File: src/rtl/psu_sup_pkg.sv
package psu_sup_pkg;

  typedef enum logic [2:0] {
    ST_OFF     = 3'd0,
    ST_ONWAIT  = 3'd1,
    ST_RAMP    = 3'd2,
    ST_GOOD    = 3'd3,
    ST_PGDROP  = 3'd4,
    ST_LATCH   = 3'd5
  } sup_state_e;

  function automatic int max3(input int a, input int b, input int c);
    int m;
    m = (a > b) ? a : b;
    return (m > c) ? m : c;
  endfunction

endpackage

File: src/rtl/psu_persist.sv
// Persistence filter: hit goes high once flag has been high (while armed)
// for LIM time-base ticks; any drop of flag or arm restarts the count.
module psu_persist #(
  parameter int LIM = 4
) (
  input  logic clk,
  input  logic rst_n,
  input  logic tick,
  input  logic arm,
  input  logic flag,
  output logic hit
);
  localparam int CW = $clog2(LIM + 1);
  localparam logic [CW-1:0] LIM_C = CW'(LIM);

  logic [CW-1:0] cnt_q, cnt_d;

  always_comb begin
    cnt_d = cnt_q;
    if (!arm || !flag)                cnt_d = '0;
    else if (tick && cnt_q != LIM_C)  cnt_d = cnt_q + 1'b1;
  end

  always_ff @(posedge clk or negedge rst_n) begin
    if (!rst_n) cnt_q <= '0;
    else        cnt_q <= cnt_d;
  end

  assign hit = (cnt_q == LIM_C);
endmodule

File: src/rtl/psu_seq_fsm.sv
module psu_seq_fsm
  import psu_sup_pkg::*;
#(
  parameter int NF        = 8,
  parameter int ON_DLY    = 10,
  parameter int PG_DLY    = 12,
  parameter int PGOFF_DLY = 4
) (
  input  logic          clk,
  input  logic          rst_n,
  input  logic          tick,
  input  logic          remote_off,
  input  logic          off_q,
  input  logic          ac_q,
  input  logic          uv_raw,
  input  logic [NF-1:0] fault_vec,
  output logic          conv_en,
  output logic          pwr_good,
  output logic          running,
  output logic [NF-1:0] trip_cause
);
  localparam int TMAX = max3(ON_DLY, PG_DLY, PGOFF_DLY);
  localparam int TW   = $clog2(TMAX + 1);
  localparam logic [TW-1:0] TSAT = TW'(TMAX);

  sup_state_e    st_q, st_d;
  logic [TW-1:0] tmr_q, tmr_d;
  logic          tmr_clr;
  logic [NF-1:0] cause_q, cause_d;
  logic          fault_any;

  assign fault_any = |fault_vec;

  always_comb begin
    st_d    = st_q;
    tmr_clr = 1'b0;
    unique case (st_q)
      ST_OFF:    if (!remote_off) st_d = ST_ONWAIT;
      ST_ONWAIT: begin
        if (remote_off)                   st_d = ST_OFF;
        else if (tmr_q == TW'(ON_DLY))    st_d = ST_RAMP;
      end
      ST_RAMP: begin
        if (fault_any)                    st_d = ST_LATCH;
        else if (off_q)                   st_d = ST_PGDROP;
        else if (uv_raw || ac_q)          tmr_clr = 1'b1;
        else if (tmr_q == TW'(PG_DLY))    st_d = ST_GOOD;
      end
      ST_GOOD: begin
        if (fault_any)                    st_d = ST_LATCH;
        else if (off_q)                   st_d = ST_PGDROP;
        else if (ac_q)                    st_d = ST_RAMP;
      end
      ST_PGDROP: begin
        if (fault_any)                    st_d = ST_LATCH;
        else if (tmr_q == TW'(PGOFF_DLY)) st_d = ST_OFF;
      end
      ST_LATCH:  if (remote_off) st_d = ST_OFF;
      default:   st_d = ST_OFF;
    endcase
  end

  always_comb begin
    tmr_d = tmr_q;
    if (tmr_clr || st_d != st_q)      tmr_d = '0;
    else if (tick && tmr_q != TSAT)   tmr_d = tmr_q + 1'b1;
  end

  always_comb begin
    cause_d = '0;
    if (st_d == ST_LATCH)
      cause_d = (st_q == ST_LATCH) ? cause_q : fault_vec;
  end

  always_ff @(posedge clk or negedge rst_n) begin
    if (!rst_n) begin
      st_q    <= ST_OFF;
      tmr_q   <= '0;
      cause_q <= '0;
    end else begin
      st_q    <= st_d;
      tmr_q   <= tmr_d;
      cause_q <= cause_d;
    end
  end

  assign conv_en    = (st_q == ST_RAMP) || (st_q == ST_GOOD) || (st_q == ST_PGDROP);
  assign pwr_good   = (st_q == ST_GOOD);
  assign running    = (st_q == ST_RAMP) || (st_q == ST_GOOD);
  assign trip_cause = cause_q;
endmodule

File: src/rtl/psu_supervisor.sv
module psu_supervisor #(
  parameter int NRAIL     = 3,
  parameter int ON_DLY    = 50,
  parameter int OFF_DLY   = 16,
  parameter int PG_DLY    = 300,
  parameter int PGOFF_DLY = 2,
  parameter int SS_BLANK  = 20,
  parameter int AC_QUAL   = 2,
  parameter int OV_QUAL   = 1,
  parameter int UV_QUAL   = 2,
  parameter int OPP_QUAL  = 1,
  parameter int NEG_QUAL  = 7,
  localparam int NF       = 2 * NRAIL + 2
) (
  input  logic             clk,
  input  logic             rst_n,
  input  logic             tick,
  input  logic             remote_off,
  input  logic [NRAIL-1:0] ov_flt,
  input  logic [NRAIL-1:0] uv_flt,
  input  logic             opp_flt,
  input  logic             neg_flt,
  input  logic             acfail,
  output logic             conv_en,
  output logic             pwr_good,
  output logic [NF-1:0]    trip_cause
);
  logic          ss_done, off_q, ac_q, running;
  logic          chk_late;
  logic [NF-1:0] fault_vec;

  // soft-start window: counts ticks since conv_en rose
  psu_persist #(.LIM(SS_BLANK)) i_ss (
    .clk(clk), .rst_n(rst_n), .tick(tick), .arm(1'b1), .flag(conv_en), .hit(ss_done));

  assign chk_late = conv_en && ss_done;

  psu_persist #(.LIM(OFF_DLY)) i_offq (
    .clk(clk), .rst_n(rst_n), .tick(tick), .arm(running), .flag(remote_off), .hit(off_q));

  psu_persist #(.LIM(AC_QUAL)) i_acq (
    .clk(clk), .rst_n(rst_n), .tick(tick), .arm(1'b1), .flag(acfail), .hit(ac_q));

  for (genvar r = 0; r < NRAIL; r++) begin : g_rail
    psu_persist #(.LIM(OV_QUAL)) i_ov (
      .clk(clk), .rst_n(rst_n), .tick(tick), .arm(conv_en), .flag(ov_flt[r]),
      .hit(fault_vec[r]));
    psu_persist #(.LIM(UV_QUAL)) i_uv (
      .clk(clk), .rst_n(rst_n), .tick(tick), .arm(chk_late), .flag(uv_flt[r]),
      .hit(fault_vec[NRAIL + r]));
  end

  psu_persist #(.LIM(OPP_QUAL)) i_opp (
    .clk(clk), .rst_n(rst_n), .tick(tick), .arm(conv_en), .flag(opp_flt),
    .hit(fault_vec[2 * NRAIL]));

  psu_persist #(.LIM(NEG_QUAL)) i_neg (
    .clk(clk), .rst_n(rst_n), .tick(tick), .arm(chk_late), .flag(neg_flt),
    .hit(fault_vec[2 * NRAIL + 1]));

  psu_seq_fsm #(.NF(NF), .ON_DLY(ON_DLY), .PG_DLY(PG_DLY), .PGOFF_DLY(PGOFF_DLY)) i_fsm (
    .clk(clk), .rst_n(rst_n), .tick(tick), .remote_off(remote_off),
    .off_q(off_q), .ac_q(ac_q), .uv_raw(|uv_flt), .fault_vec(fault_vec),
    .conv_en(conv_en), .pwr_good(pwr_good), .running(running), .trip_cause(trip_cause));
endmodule

File: config.mk
export PLATFORM = sky130hd
export DESIGN_NAME = psu_supervisor
export DESIGN_NICKNAME = d
export VERILOG_FILES = /design/src/rtl/psu_sup_pkg.sv /design/src/rtl/psu_persist.sv /design/src/rtl/psu_seq_fsm.sv /design/src/rtl/psu_supervisor.sv
export SDC_FILE = /design/constraint.sdc
export NUM_CORES = 1
export LEC_CHECK = 0
export ABC_AREA = 1
export BUFFER_PORTS_ARGS = -buffer_cell sky130_fd_sc_hd__buf_4
export CAP_MARGIN = 20
export CORE_MARGIN = 1
export CORE_UTILIZATION = 29
export CTS_CLUSTER_SIZE = 20
export DETAILED_ROUTE_END_ITERATION = 6
export PLACE_DENSITY = 0.43
export SLEW_MARGIN = 0
export SYNTH_ARGS = -nofsm -noshare
export SYNTH_HDL_FRONTEND = slang
export SYNTH_SLANG_ARGS = --single-unit
File: constraint.sdc
create_clock -name clk -period 2.65 [get_ports clk]
set_clock_uncertainty 0.1 [all_clocks]
set_input_delay 0.3975 -clock clk [delete_from_list [all_inputs] [get_ports clk]]
set_output_delay 0.3975 -clock clk [all_outputs]
set_load 0.01 [all_outputs]
==> Word-level counts from Yosys, hierarchy flattened <==
Cells that the tools add are included.
{ "op_classes": {"addsub": 12, "n_eq_ne": 28, "n_bitwise": 4, "muxes": 44, "n_reduce_logical": 51} }
{ "op_table": {"columns": ["op", "n"], "rows": [
  ["two-way mux 3 bit", 15],
  ["two-way mux 5 bit", 4],
  ["nonzero test 2 bit", 10],
  ["two-way mux 9 bit", 2],
  ["one-hot mux 3 bit (6 select lines)", 1],
  ["two-way mux 2 bit", 8],
  ["two-way mux 8 bit", 2],
  ["logical AND 1 bit", 13],
  ["logical OR 1 bit", 13],
  ["== test 3 bit, second input constant", 4],
  ["logical NOT 1 bit", 12],
  ["two-way mux 1 bit", 12],
  ["adder 5 x 1 -> 5 bit, second input constant", 2],
  ["== test 5 bit, second input constant", 2],
  ["inequality test 2 bit, second input constant", 5],
  ["inequality test 5 bit, second input constant", 2],
  ["adder 9 x 1 -> 9 bit, second input constant", 1],
  ["== test 9 x 2 -> 1 bit, second input constant", 1],
  ["== test 9 x 6 -> 1 bit, second input constant", 1],
  ["== test 9 bit, second input constant", 1],
  ["inequality test 9 bit, second input constant", 1],
  ["adder 2 x 1 -> 2 bit, second input constant", 4],
  ["== test 2 bit, second input constant", 4],
  ["OR reduction 8 bit", 1],
  ["10 further kinds", 18]
]} }
{ "totals": {"register_bits": 45, "output_inout_bits": 10, "wordCells": 153} }

==> Logic depth before layout (Yosys ltp) <==
Gate-level depths: netlist of the first run.
{ "logic_depth": {"depth_word": 9, "mapped_depth": 13, "ltp_nobuf": 13} }

==> Modules after synthesis <==
A second synthesis of the first run with hierarchy kept.
{ "hier_totals": {"cells_unflattened": 341, "area_unflattened_um2": 2647.5} }
{ "modules_own_cells": {"columns": ["mod", "seq_area_each_um2", "area_per_inst_um2", "instances", "cells_per_inst"], "rows": [
  ["psu_seq_fsm", 500.5, 1212.4, 1, 155],
  ["psu_persist at g_rail[0].i_uv ...", 50.0, 112.6, 4, 15],
  ["psu_persist at i_offq", 125.1, 334.1, 1, 42],
  ["psu_persist at i_ss", 125.1, 312.8, 1, 41],
  ["psu_persist at i_neg", 75.1, 170.2, 1, 21],
  ["psu_persist at g_rail[0].i_ov ...", 25.0, 36.3, 4, 4],
  ["psu_supervisor", 0.0, 22.5, 1, 6]
]} }

==> Worst setup path after synthesis of the first run <==
No wires, ideal clock.
{ "synth_path": {"path_type": "reg2reg", "startpoint": "register i_neg.cnt_q[0]", "endpoint": "register i_fsm.tmr_q[0]", "setup_time_ps": 72, "path_stages_with_launch": 12, "required_time_ps": 2478, "setup_slack_ps": 703, "period_less_slack_ps": 1947, "arrival_time_ps": 1775, "cell_sequence": "dfrtp_1 -> ha_1 -> ha_1 -> nor2_1 -> nand2_1 -> nor2_2 -> nand2_1 -> o21ai_0 -> inv_1 -> nor2_1 -> nand3_4 -> nor2_1"} }
{ "synth_via": {"elab_chain_cells": 7, "elab_cells_between_ends": 12, "classes_between": "eq/ne: 2; mux: 7; reduce/logical: 3"} }
{ "synth_rtl": {"columns": ["element", "line", "rtl"], "rows": [
  ["from (decl)", "psu_persist.sv:16", "logic [CW-1:0] cnt_q, cnt_d;"],
  ["from (signal assigned)", "psu_persist.sv:26", "else cnt_q <= cnt_d;"],
  ["== test 3 bit (*)", "psu_persist.sv:29", "assign hit = (cnt_q == LIM_C);"],
  ["OR reduction 8 bit (*)", "psu_seq_fsm.sv:32", "assign fault_any = |fault_vec;"],
  ["two-way mux 3 bit, on equally long branches", "psu_seq_fsm.sv:55, psu_seq_fsm.sv:50, psu_seq_fsm.sv:44", null],
  ["one-hot mux 3 bit (6 select lines)", "psu_seq_fsm.sv:37", "unique case (st_q)"],
  ["inequality test 3 bit", "psu_seq_fsm.sv:65", "if (tmr_clr || st_d != st_q) tmr_d = '0;"],
  ["logical OR 1 bit (*)", "psu_seq_fsm.sv:65", null],
  ["two-way mux 9 bit or nonzero test 2 bit (tied branches)", null, null],
  ["to (signal assigned)", "psu_seq_fsm.sv:82", "tmr_q <= tmr_d;"],
  ["to (decl)", "psu_seq_fsm.sv:27", "logic [TW-1:0] tmr_q, tmr_d;"]
]} }
Every way passes the cells marked *; elsewhere a longest branch is shown, timed or not.
A chain may end at the register's enable or synchronous reset.

==> Worst setup path after layout of the first run <==
{ "layout_path": {"startpoint": "register i_fsm.st_q[2]", "endpoint": "output conv_en"} }
{ "layout_via": {"elab_chain_cells": 3, "elab_cells_between_ends": 5, "classes_between": "eq/ne: 3; reduce/logical: 2"} }
{ "layout_rtl": {"columns": ["element", "line", "rtl"], "rows": [
  ["from (decl)", "psu_seq_fsm.sv:26", "sup_state_e st_q, st_d;"],
  ["from (signal assigned)", "psu_seq_fsm.sv:81", "st_q <= st_d;"],
  ["== test 3 x 2 -> 1 bit", "psu_seq_fsm.sv:87", "assign conv_en = (st_q == ST_RAMP) || (st_q == ST_GOOD) || (st_q == ST_PGDROP);"],
  ["logical OR 1 bit", "psu_seq_fsm.sv:87", null],
  ["logical OR 1 bit (*)", "psu_seq_fsm.sv:87", null],
  ["to (decl)", "psu_supervisor.sv:24", "output logic conv_en,"]
]} }
Marked as above.

==> run summary, run 1 <==
========================================================================================================
Critical Path Most Common Cell                                                                     inv_2
Final worst hold slack                                                                           4.73 ps
Slew at the pin closest to its max-slew limit                                                     605 ps
Kind of end point of the critical path                                                       output port
Die footprint                                                                               0.00906 mm^2
Post_cts resized                                                                                       0
Slew headroom                                                                                      59.7%
Combinational fraction of design power                                                              9.4%
Arrival time at the worst endpoint                                                               1670 ps
Largest delay contributor family on the critical path                                         flip-flops
Clock buffer count from CTS                                                                            5
Final core area utilization                                                                        35.1%
Net count of the mapped netlist                                                                      331
Global-route usage over all layers                                                                 13.3%
Post-CTS clock slew at the launch and capture registers of the worst setup and hold paths          90 ps
Syn_area_per_cell                                                                              8.25 um^2
Final worst-path cycle share                                                                       81.7%
TritonCTS clock tree                                                                                done
Initial core utilization                                                                           30.3%
Number of cells in the design after placement                                                        429
Inserted Diodes                                                                                        0
Maxcap violations                                                                                      0
Buffers & Inverters on Critical Path                                                                   3
Sequential share of power                                                                          51.2%
Postcts setup bufs                                                                                     0
Summed negative setup slack over all endpoints                                                      0 ps
Internal Pwr Total                                                                             0.00106 W
Sequential cell area fraction in the yosys report                                                  44.7%
Switching share of power                                                                           24.1%
Startpoint type of the worst setup path                                                             flop
Seq cells post-synth                                                                                  45
Share of layout cells above drive strength 1                                                       14.8%
Ports placed on the boundary                                                                          23
CP max FO                                                                                             14
Power Dens Cells                                                                             478 mW/mm^2
Post-synthesis cell count                                                                            305
Number of placement rows                                                                              33
Worst-case clock buffer depth                                                                          2
Total via count after detailed routing                                                              2026
CP required                                                                                      2150 ps
Routability congestion estimate from global placement                                              0.798
Total grt overflow                                                                                     0
Post-synthesis to final-layout area growth                                                         15.7%
Setup repair after global routing missed its margin                                                false
Number of port buffers                                                                                22
Initial antenna violation count                                                                        0
Yosys synthesis warning count                                                                          0
Number of hold buffers added after CTS                                                                 0
Net switching power                                                                           0.000336 W
Type of the worst setup path                                                                flop to output port
Sum of routed wire length over all layers                                                        5.52 mm
First-pass GRT wire length                                                                       9.23 mm
Number of nets still failing antenna checks after routing                                              0
Violation count after the first detailed-routing iteration                                            59
Fin nets                                                                                             357
# setup viols final                                                                                    0
Via count of the first global-routing pass                                                          1947
Count of final hold-check violations                                                                   0
Cell with the largest stage delay on the worst path                                              dfrtp_1
Number of search-and-repair iterations in the first detailed-routing pass                              4
Remaining routing DRC violations                                                                       0
Post-detail-place hpwl                                                                           3.97 mm
HP Class                                                                                    input port to asynchronous set/reset pin
Number of distinct library cell variants in the gate-level netlist after synthesis                    29
Die outline height                                                                               95.2 um
Number of fill cells                                                                                 867
Number of vias per cell after detailed routing                                                      4.64
Final number of max-transition violations                                                              0
Library cell used as clock root buffer                                                          clkbuf_8
Static Leakage                                                                                   1.36 nW
Area of the core                                                                            0.00830 mm^2
Slowest cell delay on critical path                                                               710 ps
Floorplan die width                                                                              95.2 um
Min Tclk post-route                                                                              2170 ps
Clk pwr share                                                                                      39.4%
Non-filler instance count after layout                                                               437
Clock latency at the later pin of the worst-skew pair                                             300 ps
Average routed wire per standard cell                                                            12.6 um
Count of H-tree levels built during CTS                                                                2
Pin count of the biggest net entering global routing                                                  46
Peak ir drop on the vdd network                                                               0.000251 V
Number of sinks on the clock net                                                                      45
Power, Total                                                                                   0.00139 W
Cell area after technology mapping                                                          0.00252 mm^2
Cell-by-cell listing of the critical path                                                   nand2_1, inv_2, nor2_8, inv_2, buf_4
Outcome                                                                                     finished clean
Max Freq                                                                                         462 MHz
========================================================================================================
==> cells in the final DEF, fill, tap and decap left out, types with 10 or more instances in the layout <==
| master | instances |
|---|---|
| ha_1 | 13 |
| nand4_1 | 16 |
| nand3_1 | 14 |
| o21ai_0 | 16 |
| nand2_1 | 53 |
| buf_4 | 23 |
| dfrtp_1 | 45 |
| nor2_1 | 43 |
| xor2_1 | 11 |
| inv_1 | 36 |
| a21oi_1 | 16 |
| nor3_1 | 10 |
==> final cells by class <==
cell class                 count  area [um^2]  share of cell area [%]
multi-input combinational    215         1210                    41.6
sequential                    45         1130                    38.7
inverter                      41          154                    5.28
clock inverter                 1         30.0                    1.03
timing repair buffer          23          173                    5.93
clock buffer                   7         86.3                    2.96
tap                          105          131                    4.51
==> power groups by stage <==
stage	logic [W]	clock network [W]	registers (W)
2_1_floorplan	0.0000850	0	0.000721
4_1_cts	0.000136	0.000571	0.000713
3_3_place_gp	0.000134	0	0.000726
3_5_place_dp	0.000135	0	0.000726
5_1_grt	0.000153	0.000589	0.000716
6_report	0.000131	0.000549	0.000713
==> Yosys cell counts (all sizes together) <==
cell / instances / area [um^2]
a21oi: 18 / 105
nand4: 16 / 100
o21ai: 17 / 85.1
o211a: 1 / 10.0
mux2: 1 / 11.3
o31ai: 4 / 30.0
nor3: 10 / 50.1
xor2: 11 / 96.3
nor2: 47 / 210
or2: 4 / 25.0
and3: 1 / 6.26
nand3: 16 / 97.6
ha: 13 / 163
nand2: 54 / 205
xnor2: 2 / 17.5
inv: 41 / 154
buf: 4 / 25.0
dfrtp: 45 / 1130
==> registers in the layout (all words and copies together), names as in the netlist <==
register and cells:
i_fsm.trip_cause 8, i_neg.cnt_q 3, i_fsm.tmr_q 9, i_offq.cnt_q 5, i_opp.hit 1, i_acq.cnt_q 2, g_rail.i_ov.hit 3, i_fsm.st_q 3
g_rail.i_uv.cnt_q 6, i_ss.cnt_q 5
==> worst paths after layout <==
path                       depth (start not counted)  slack [ps]                        from                         endpoint
max                                                5         480     i_fsm.st_q[2]$_DFF_PN0_                          conv_en
min                                                1           5                       rst_n  i_fsm.trip_cause[4]$_DFFE_PN0P_
max reg2reg                                       11         490  i_neg.cnt_q[0]$_DFFE_PN0P_       i_fsm.tmr_q[6]$_DFFE_PN0P_
min reg2reg                                        1         430  i_acq.cnt_q[1]$_DFFE_PN0P_       i_acq.cnt_q[1]$_DFFE_PN0P_
max in group asynchronous                          1        2030                       rst_n       i_acq.cnt_q[1]$_DFFE_PN0P_
min in group clk                                   3         250                     opp_flt            i_opp.hit$_DFFE_PN0P_
==> kinds of logic after synthesis <==
kind of cell	count (synthesis)	synth area share, %
multiplexers	1	0.447
AND/OR/NAND/NOR	148	27.6
buffers and inverters	45	7.11
XOR/XNOR	13	4.52
adder cells (fa/ha/maj)	13	6.46
flip-flops	45	44.7
AO/OA/AOI/OAI	40	9.15
==> routing by layer <==
layer | GRT usage (%) | part of all wire (%) | vias to the layer above | wire length [um]
met5 | 0 | 0 | - | 0
met4 | 3.79 | 0.72 | 0 | 40
met3 | 2.39 | 1.9 | 2 | 104
met2 | 21.3 | 45 | 15 | 2480
met1 | 18.2 | 52 | 965 | 2890
li1 | - | - | 1044 | -
==> per-stage QoR <==
step | cell area [um^2] | worst slack (ps)
after CTS | 2910 | 467
after global routing | 2910 | 306
final | 2910 | 484
after global placement | 2800 | 549
after floorplan | 2520 | 703
after detailed placement | 2800 | 475
==> worst reg2reg max path, cell delays in order (launching register included) <==
cell and delay (ps):
dfrtp_1 390, ha_1 210, ha_1 240, nor2_1 110, nand2_1 80, nor2_2 170
nand2_1 120, o21ai_0 170, inv_1 60, nor2_1 190, nand3_4 160, nor2_1 120
Note: power is estimated with default switching activity, not from simulation.
==> inputs of run 2 (changes only) <==
==> constraint.sdc (replaced) <==
create_clock -name clk -period 2.2 [get_ports clk]
set_clock_uncertainty 0.1 [all_clocks]
set_input_delay 0.33 -clock clk [delete_from_list [all_inputs] [get_ports clk]]
set_output_delay 0.33 -clock clk [all_outputs]
set_load 0.01 [all_outputs]
==> run 2 against run 1 <==
- die area unchanged
- final cell count increased by 1.4%
- sequential power increased by 20%
- worst hold slack improved by 160 ps
- via count increased by 0.39%
- total power increased by 14%
- largest cell class unchanged
==> run summary, run 2 (synthesis results as in run 1) <==
========================================================================================================
Non-filler instance count after layout                                                               443   was 437
Maxcap violations                                                                                      0   unchanged
Post-Place Setup Slack                                                                           67.0 ps   was 475 ps
Count of H-tree levels built during CTS                                                                2   unchanged
Met2 WL                                                                                          2.47 mm   was 2.48 mm
Inserted Diodes                                                                                        0   unchanged
Fin nets                                                                                             363   was 357
Area of the core                                                                            0.00830 mm^2   unchanged
Sum of routed wire length over all layers                                                        5.55 mm   was 5.52 mm
Number of port buffers                                                                                22   unchanged
Detailed-routed wire length on met3                                                               152 um   was 104 um
Remaining routing DRC violations                                                                       0   unchanged
Pin count of the biggest net entering global routing                                                  46   unchanged
Cell-by-cell listing of the critical path                                                   ha_1, ha_1, nor2_1, nand2_1, nor2_4, a21oi_1, a21oi_2, nand2_2, nand2_4, nand3_4, nor2_1   was nand2_1, inv_2, nor2_8, inv_2, buf_4
Violation count after the first detailed-routing iteration                                            45   was 59
Placed inst area                                                                            0.00283 mm^2   was 0.00280 mm^2
Via count of the first global-routing pass                                                          1927   was 1947
Outcome                                                                                     finished clean   unchanged
Die footprint                                                                               0.00906 mm^2   unchanged
Final number of max-transition violations                                                              0   unchanged
Static Leakage                                                                                   1.40 nW   was 1.36 nW
Number of vias per cell after detailed routing                                                      4.59   was 4.64
Type of the worst setup path                                                                flop to flop   was flop to output port
Min Tclk post-route                                                                              2040 ps
Largest register by flop count                                                               i_fsm.tmr_q   unchanged
Clock buffer count from CTS                                                                            5   unchanged
Post-synthesis to final-layout area growth                                                         18.7%   was 15.7%
Number of placement rows                                                                              33   unchanged
Post-CTS clock slew at the launch and capture registers of the worst setup and hold paths          90 ps   about the same
Count of final hold-check violations                                                                   0   unchanged
Slowest cell delay on critical path                                                               400 ps   was 710 ps
Number of search-and-repair iterations in the first detailed-routing pass                              4   unchanged
Final worst-path cycle share                                                                       92.6%
Clock latency at the later pin of the worst-skew pair                                             300 ps   about the same
Floorplan die width                                                                              95.2 um   unchanged
Total via count after detailed routing                                                              2034   was 2026
TritonCTS clock tree                                                                                done   unchanged
Cell with the largest stage delay on the worst path                                              dfrtp_1   unchanged
Global-route usage over all layers                                                                 13.5%   was 13.3%
Flip-flop count of the largest register, all copies and words added                                    9   unchanged
Number of fill cells                                                                                 877   was 867
Total grt overflow                                                                                     0   unchanged
Wire length on met1                                                                              2.88 mm   was 2.89 mm
Worst-case clock buffer depth                                                                          2   unchanged
Commonest non-fill, non-tap cell in the layout                                                   nand2_1   unchanged
First-pass GRT wire length                                                                       9.34 mm   was 9.23 mm
Number of sinks on the clock net                                                                      45   unchanged
Number of cells traversed by the worst hold path                                                       3
Worst setup slack for register-to-register paths                                                  160 ps   was 490 ps
# setup viols final                                                                                    0   unchanged
Slew at the pin closest to its max-slew limit                                                     615 ps   was 605 ps
Final core area utilization                                                                        36.0%   was 35.1%
Uppermost routed layer                                                                              met4   unchanged
Peak ir drop on the vdd network                                                               0.000176 V   was 0.000251 V
Endpoint of the lowest-slack register-to-register path                                      i_fsm.tmr_q[3]$_DFFE_PN0P_   was i_fsm.tmr_q[6]$_DFFE_PN0P_
Kind of end point of the critical path                                                              flop   was output port
Ports placed on the boundary                                                                          23   unchanged
R2r startpoint                                                                              i_neg.cnt_q[0]$_DFFE_PN0P_   unchanged
Slew headroom                                                                                      59.0%   was 59.7%
Library cell used as clock root buffer                                                          clkbuf_8   unchanged
Routability congestion estimate from global placement                                              0.737   was 0.798
Initial antenna violation count                                                                        0   unchanged
CP required                                                                                      2340 ps   was 2150 ps
Power Dens Cells                                                                             530 mW/mm^2   was 478 mW/mm^2
Number of cells in the design after placement                                                        433   was 429
CP max FO                                                                                              5   was 14
HP Class                                                                                    input port to flop   was input port to asynchronous set/reset pin
Area of all placed cells without fillers                                                    0.00299 mm^2   was 0.00291 mm^2
Depth of the worst register-to-register path                                                          11   unchanged
Initial core utilization                                                                           30.3%   unchanged
Die outline height                                                                               95.2 um   unchanged
Arrival time at the worst endpoint                                                               2170 ps   was 1670 ps
Endpoint with the worst hold slack                                                          i_opp.hit$_DFFE_PN0P_
Share of layout cells above drive strength 1                                                       18.6%   was 14.8%
Average routed wire per standard cell                                                            12.5 um   was 12.6 um
Post-detail-place hpwl                                                                           3.96 mm   was 3.97 mm
Smallest setup slack after layout                                                                 163 ps   was 484 ps
Startpoint type of the worst setup path                                                             flop   unchanged
Max Freq                                                                                         491 MHz
Number of nets still failing antenna checks after routing                                              0   unchanged
Final worst hold slack                                                                            169 ps   was 4.73 ps
Top library cells by usage in the layout, fill and taps aside                               nand2_1 (50), dfrtp_1 (45), nor2_1 (39), inv_1 (36), buf_4 (27)   was nand2_1 (53), dfrtp_1 (45), nor2_1 (43), inv_1 (36), buf_4 (23)
Worst hold start                                                                                 opp_flt
========================================================================================================
run 2: repair_timing:
action	4_1_cts	5_1_grt
setup endpoints to repair	0	9
buffers inserted	0	0
gates resized for setup	0	13
endpoints found under the hold margin	45	0
hold buffers	1	0
run 2: area by class of cell:
class / instances / area (um^2) / share of cell area (%)
flip-flops and latches: 45 / 1130 / 37.7
well taps: 105 / 131 / 4.40
multi-input cells: 216 / 1270 / 42.4
clock buffers: 6 / 82.6 / 2.76
repair buffers: 28 / 213 / 7.12
clock inverters: 2 / 13.8 / 0.461
inverters: 41 / 154 / 5.15
run 2: how the worst max path moves through the flow:
stage	start	to	slack, ps	depth (start not counted)
2_1_floorplan	i_neg.cnt_q[0]$_DFFE_PN0P_	i_fsm.tmr_q[0]$_DFFE_PN0P_	250	11
3_5_place_dp	i_neg.cnt_q[0]$_DFFE_PN0P_	i_fsm.tmr_q[5]$_DFFE_PN0P_	70	11
3_3_place_gp	i_neg.cnt_q[0]$_DFFE_PN0P_	i_fsm.tmr_q[3]$_DFFE_PN0P_	100	11
4_1_cts	i_neg.cnt_q[0]$_DFFE_PN0P_	i_fsm.tmr_q[1]$_DFFE_PN0P_	70	11
6_report	i_neg.cnt_q[0]$_DFFE_PN0P_	i_fsm.tmr_q[3]$_DFFE_PN0P_	160	11
5_1_grt	i_neg.cnt_q[0]$_DFFE_PN0P_	i_fsm.tmr_q[7]$_DFFE_PN0P_	-20	11
run 2: per-layer routing:
layer	track usage, %	vias up
li1	-	1060
met1	19.4	943
met2	20.6	27
met3	2.39	4
met4	3.79	0
met5	0	-
run 2: report_power, final:
group | internal (W) | switching (W)
Sequential | 0.000841 | 0.0000177
Clock | 0.000255 | 0.000296
Combinational | 0.0000675 | 0.000105
run 2: metrics by stage:
| stage | setup TNS, ps | power, W |
|---|---|---|
| finish | 0 | 0.00158 |
| global route | -48.4 | 0.00168 |
| CTS | 0 | 0.00160 |
| detailed placement | 0 | 0.00104 |
| global placement | 0 | 0.00104 |
| floorplan | 0 | 0.000971 |
run 2: worst max-delay path, delay by kind of cell (launching register included):
family          cells  cell delay (ps)
simple gates        7              800
fa+ha+maj           2              410
flops               1              400
compound gates      2              270
==> inputs of run 3 (changes only) <==
--- a/config.mk
+++ b/config.mk
@@ -8,11 +8,11 @@
 export ABC_AREA = 1
 export BUFFER_PORTS_ARGS = -buffer_cell sky130_fd_sc_hd__buf_4
 export CAP_MARGIN = 20
-export CORE_MARGIN = 1
-export CORE_UTILIZATION = 29
+export CORE_MARGIN = 2
+export CORE_UTILIZATION = 55
 export CTS_CLUSTER_SIZE = 20
 export DETAILED_ROUTE_END_ITERATION = 6
-export PLACE_DENSITY = 0.43
+export PLACE_DENSITY = 0.73
 export SLEW_MARGIN = 0
 export SYNTH_ARGS = -nofsm -noshare
 export SYNTH_HDL_FRONTEND = slang
==> run 3 against run 2 <==
- utilization up 30 points
- highest routed layer unchanged
- non-clock buffer count shrank 3
- sequential share of layout area increased by 1.5 points
- global-route usage increased by 6.8 points
- routed wire length down 11%
- die area shrank 43%
- setup slack better by 23 ps
- count of clock-buffer cells in the layout down 1
- total power up 4.1%
- critical path depth stayed put
- register-to-register slack gained 20 ps
- critical path type unchanged
- via count increased by 0.54%
==> run summary, run 3 (synthesis results as in run 1) <==
========================================================================================================
Library cell used as clock root buffer                                                          clkbuf_8   unchanged
Largest delay contributor family on the critical path                                       simple AND/OR/NAND/NOR gates   unchanged
Die footprint                                                                               0.00513 mm^2   was 0.00906 mm^2
Post-detail-place hpwl                                                                           3.59 mm   was 3.96 mm
Number of vias per cell after detailed routing                                                      5.30   was 4.59
Number of placement rows                                                                              24   was 33
HP Class                                                                                    input port to flop   unchanged
End point of the critical path                                                              i_fsm.tmr_q[6]$_DFFE_PN0P_   was i_fsm.tmr_q[3]$_DFFE_PN0P_
Flip-flop count of the largest register, all copies and words added                                    9   unchanged
Die outline height                                                                               71.7 um   was 95.2 um
Remaining routing DRC violations                                                                       0   unchanged
Final number of max-transition violations                                                              0   unchanged
Type of the worst setup path                                                                flop to flop   unchanged
Cell with the largest stage delay on the worst path                                              dfrtp_1   unchanged
Outcome                                                                                     finished clean   unchanged
Average routed wire per standard cell                                                            12.8 um   was 12.5 um
Total via count after detailed routing                                                              2045   was 2034
Largest register by flop count                                                               i_fsm.tmr_q   unchanged
Placed inst area                                                                            0.00274 mm^2   was 0.00283 mm^2
Area of the core                                                                            0.00438 mm^2   was 0.00830 mm^2
Min Tclk post-route                                                                              2010 ps   was 2040 ps
Share of layout cells above drive strength 1                                                       16.2%   was 18.6%
Count of final hold-check violations                                                                   0   unchanged
Number of search-and-repair iterations in the first detailed-routing pass                              4   unchanged
Clock buffer count from CTS                                                                            5   unchanged
Pin count of the biggest net entering global routing                                                  46   unchanged
Commonest non-fill, non-tap cell in the layout                                                   nand2_1   unchanged
Setup repair after global routing missed its margin                                                 true
Fin nets                                                                                             359   was 363
Routability congestion estimate from global placement                                              0.904   was 0.737
Total grt overflow                                                                                     0   unchanged
Post-synthesis to final-layout area growth                                                         14.2%   was 18.7%
R2r startpoint                                                                              i_neg.cnt_q[0]$_DFFE_PN0P_   unchanged
Post-CTS clock slew at the launch and capture registers of the worst setup and hold paths          90 ps   about the same
Number of fill cells                                                                                 364   was 877
Peak ir drop on the vdd network                                                               0.000468 V   was 0.000176 V
Worst-case clock buffer depth                                                                          2   unchanged
Sum of routed wire length over all layers                                                        4.93 mm   was 5.55 mm
Count of H-tree levels built during CTS                                                                2   unchanged
Max Freq                                                                                         497 MHz   was 491 MHz
Top library cells by usage in the layout, fill and taps aside                               nand2_1 (52), dfrtp_1 (44), nor2_1 (42), inv_1 (36), buf_4 (24)   was nand2_1 (50), dfrtp_1 (45), nor2_1 (39), inv_1 (36), buf_4 (27)
Initial core utilization                                                                           57.4%   was 30.3%
Initial antenna violation count                                                                        0   unchanged
Startpoint type of the worst setup path                                                             flop   unchanged
Slew headroom                                                                                      63.2%   was 59.0%
Floorplan die width                                                                              71.7 um   was 95.2 um
Ports placed on the boundary                                                                          23   unchanged
Critical Path Most Common Cell                                                                   nand2_1
TritonCTS clock tree                                                                                done   unchanged
Static Leakage                                                                                   1.37 nW   was 1.40 nW
Slowest cell delay on critical path                                                               400 ps   about the same
First-pass GRT wire length                                                                       8.31 mm   was 9.34 mm
CP required                                                                                      2330 ps   was 2340 ps
Worst setup slack for register-to-register paths                                                  190 ps   was 160 ps
Kind of end point of the critical path                                                              flop   unchanged
Power, Total                                                                                   0.00165 W   was 0.00158 W
Buffers & Inverters on Critical Path                                                                   0   unchanged
Number of sinks on the clock net                                                                      45   unchanged
Endpoint of the lowest-slack register-to-register path                                      i_fsm.tmr_q[6]$_DFFE_PN0P_   was i_fsm.tmr_q[3]$_DFFE_PN0P_
Area of all placed cells without fillers                                                    0.00287 mm^2   was 0.00299 mm^2
Beginning of the critical path                                                              i_neg.cnt_q[0]$_DFFE_PN0P_   unchanged
CP max FO                                                                                              9   was 5
Depth of the worst register-to-register path                                                          11   unchanged
Violation count after the first detailed-routing iteration                                           113   was 45
Maxcap violations                                                                                      0   unchanged
Slew at the pin closest to its max-slew limit                                                     552 ps   was 615 ps
Arrival time at the worst endpoint                                                               2140 ps   was 2170 ps
Clock latency at the later pin of the worst-skew pair                                             290 ps   was 300 ps
Number of port buffers                                                                                22   unchanged
Global-route usage over all layers                                                                 20.3%   was 13.5%
Power Dens Cells                                                                             573 mW/mm^2   was 530 mW/mm^2
Final worst-path cycle share                                                                       91.5%   was 92.6%
Inserted Diodes                                                                                        0   unchanged
Cell-by-cell listing of the critical path                                                   ha_1, ha_1, nor2_1, nand2_1, nor3_1, o21ai_0, nand2_1, nand2_1, nand2_1, nand3_4, nor2_1   was ha_1, ha_1, nor2_1, nand2_1, nor2_4, a21oi_1, a21oi_2, nand2_2, nand2_4, nand3_4, nor2_1
Via count of the first global-routing pass                                                          1914   was 1927
Number of nets still failing antenna checks after routing                                              0   unchanged
# setup viols final                                                                                    0   unchanged
Logic depth of the worst setup path including buffers                                                 11   unchanged
========================================================================================================
-- run 3: cell count changes in the layout (fill, tap and decap cells not counted), sizes merged --
cell / change
bufinv: +1
nand3: -1
clkbuf: -1
buf: -3
clkinv: -1
clkinvlp: +1
-- run 3: final cells by class --
type | count | area, um^2 | area share (%)
Sequential cell | 45 | 1130 | 39.2
Clock buffer | 5 | 68.8 | 2.39
Multi-Input combinational cell | 215 | 1220 | 42.5
Inverter | 41 | 154 | 5.35
Clock inverter | 3 | 46.3 | 1.61
Tap cell | 52 | 65.1 | 2.26
Timing Repair Buffer | 25 | 190 | 6.62
-- run 3: how the worst min path moves through the flow --
stage              start                        endpoint  slack (ps)  cells after the start
3_3_place_gp       rst_n     i_offq.cnt_q[1]$_DFFE_PN0P_         260                      1
6_report       ov_flt[2]  g_rail[2].i_ov.hit$_DFFE_PN0P_         180                      3
3_5_place_dp       rst_n     i_offq.cnt_q[1]$_DFFE_PN0P_         260                      1
2_1_floorplan      rst_n  g_rail[0].i_ov.hit$_DFFE_PN0P_         -70                      0
5_1_grt          opp_flt           i_opp.hit$_DFFE_PN0P_         160                      3
4_1_cts        ov_flt[2]  g_rail[2].i_ov.hit$_DFFE_PN0P_         170                      3
-- run 3: tightest hold or removal path, delay by kind of cell --
family                 cells  cell delay, ps
buffers and inverters      1             100
AOI/OAI and AO/OA          1              60
and+or+nand+nor            1              50
-- run 3: timing repair --
item / CTS / global route
gates resized for setup: 0 / 5
buffers inserted: 0 / 0
hold buffers: 1 / 0
hold endpoints to repair: 45 / 0
endpoints found under the setup margin: 0 / 10
-- run 3: layer usage --
layer	GRT usage, %	part of all wire (%)
met1	27.2	49
met2	33.2	46
met3	3.94	4.1
met4	6.92	1.5
met5	0	0
-- run 3: power breakdown --
group | leakage (nW) | internal (W) | switching (W)
clock network | 0.0543 | 0.000340 | 0.000292
logic | 0.693 | 0.0000619 | 0.0000963
registers | 0.622 | 0.000841 | 0.0000143
total | 1.37 | 0.00124 | 0.000403
-- run 3: per-stage QoR --
stage          cells  TNS [ps]  util [%]  worst slack (ps)  hold WS (ps)
2_1_floorplan    305         0         -               253         -65.6
3_3_place_gp     377         0      62.4               159           260
3_5_place_dp     377         0      62.4              68.0           261
4_1_cts          386         0      65.3              56.3           170
5_1_grt          386     -5.00      65.6             -5.00           164
6_report         386         0      65.6               187           176
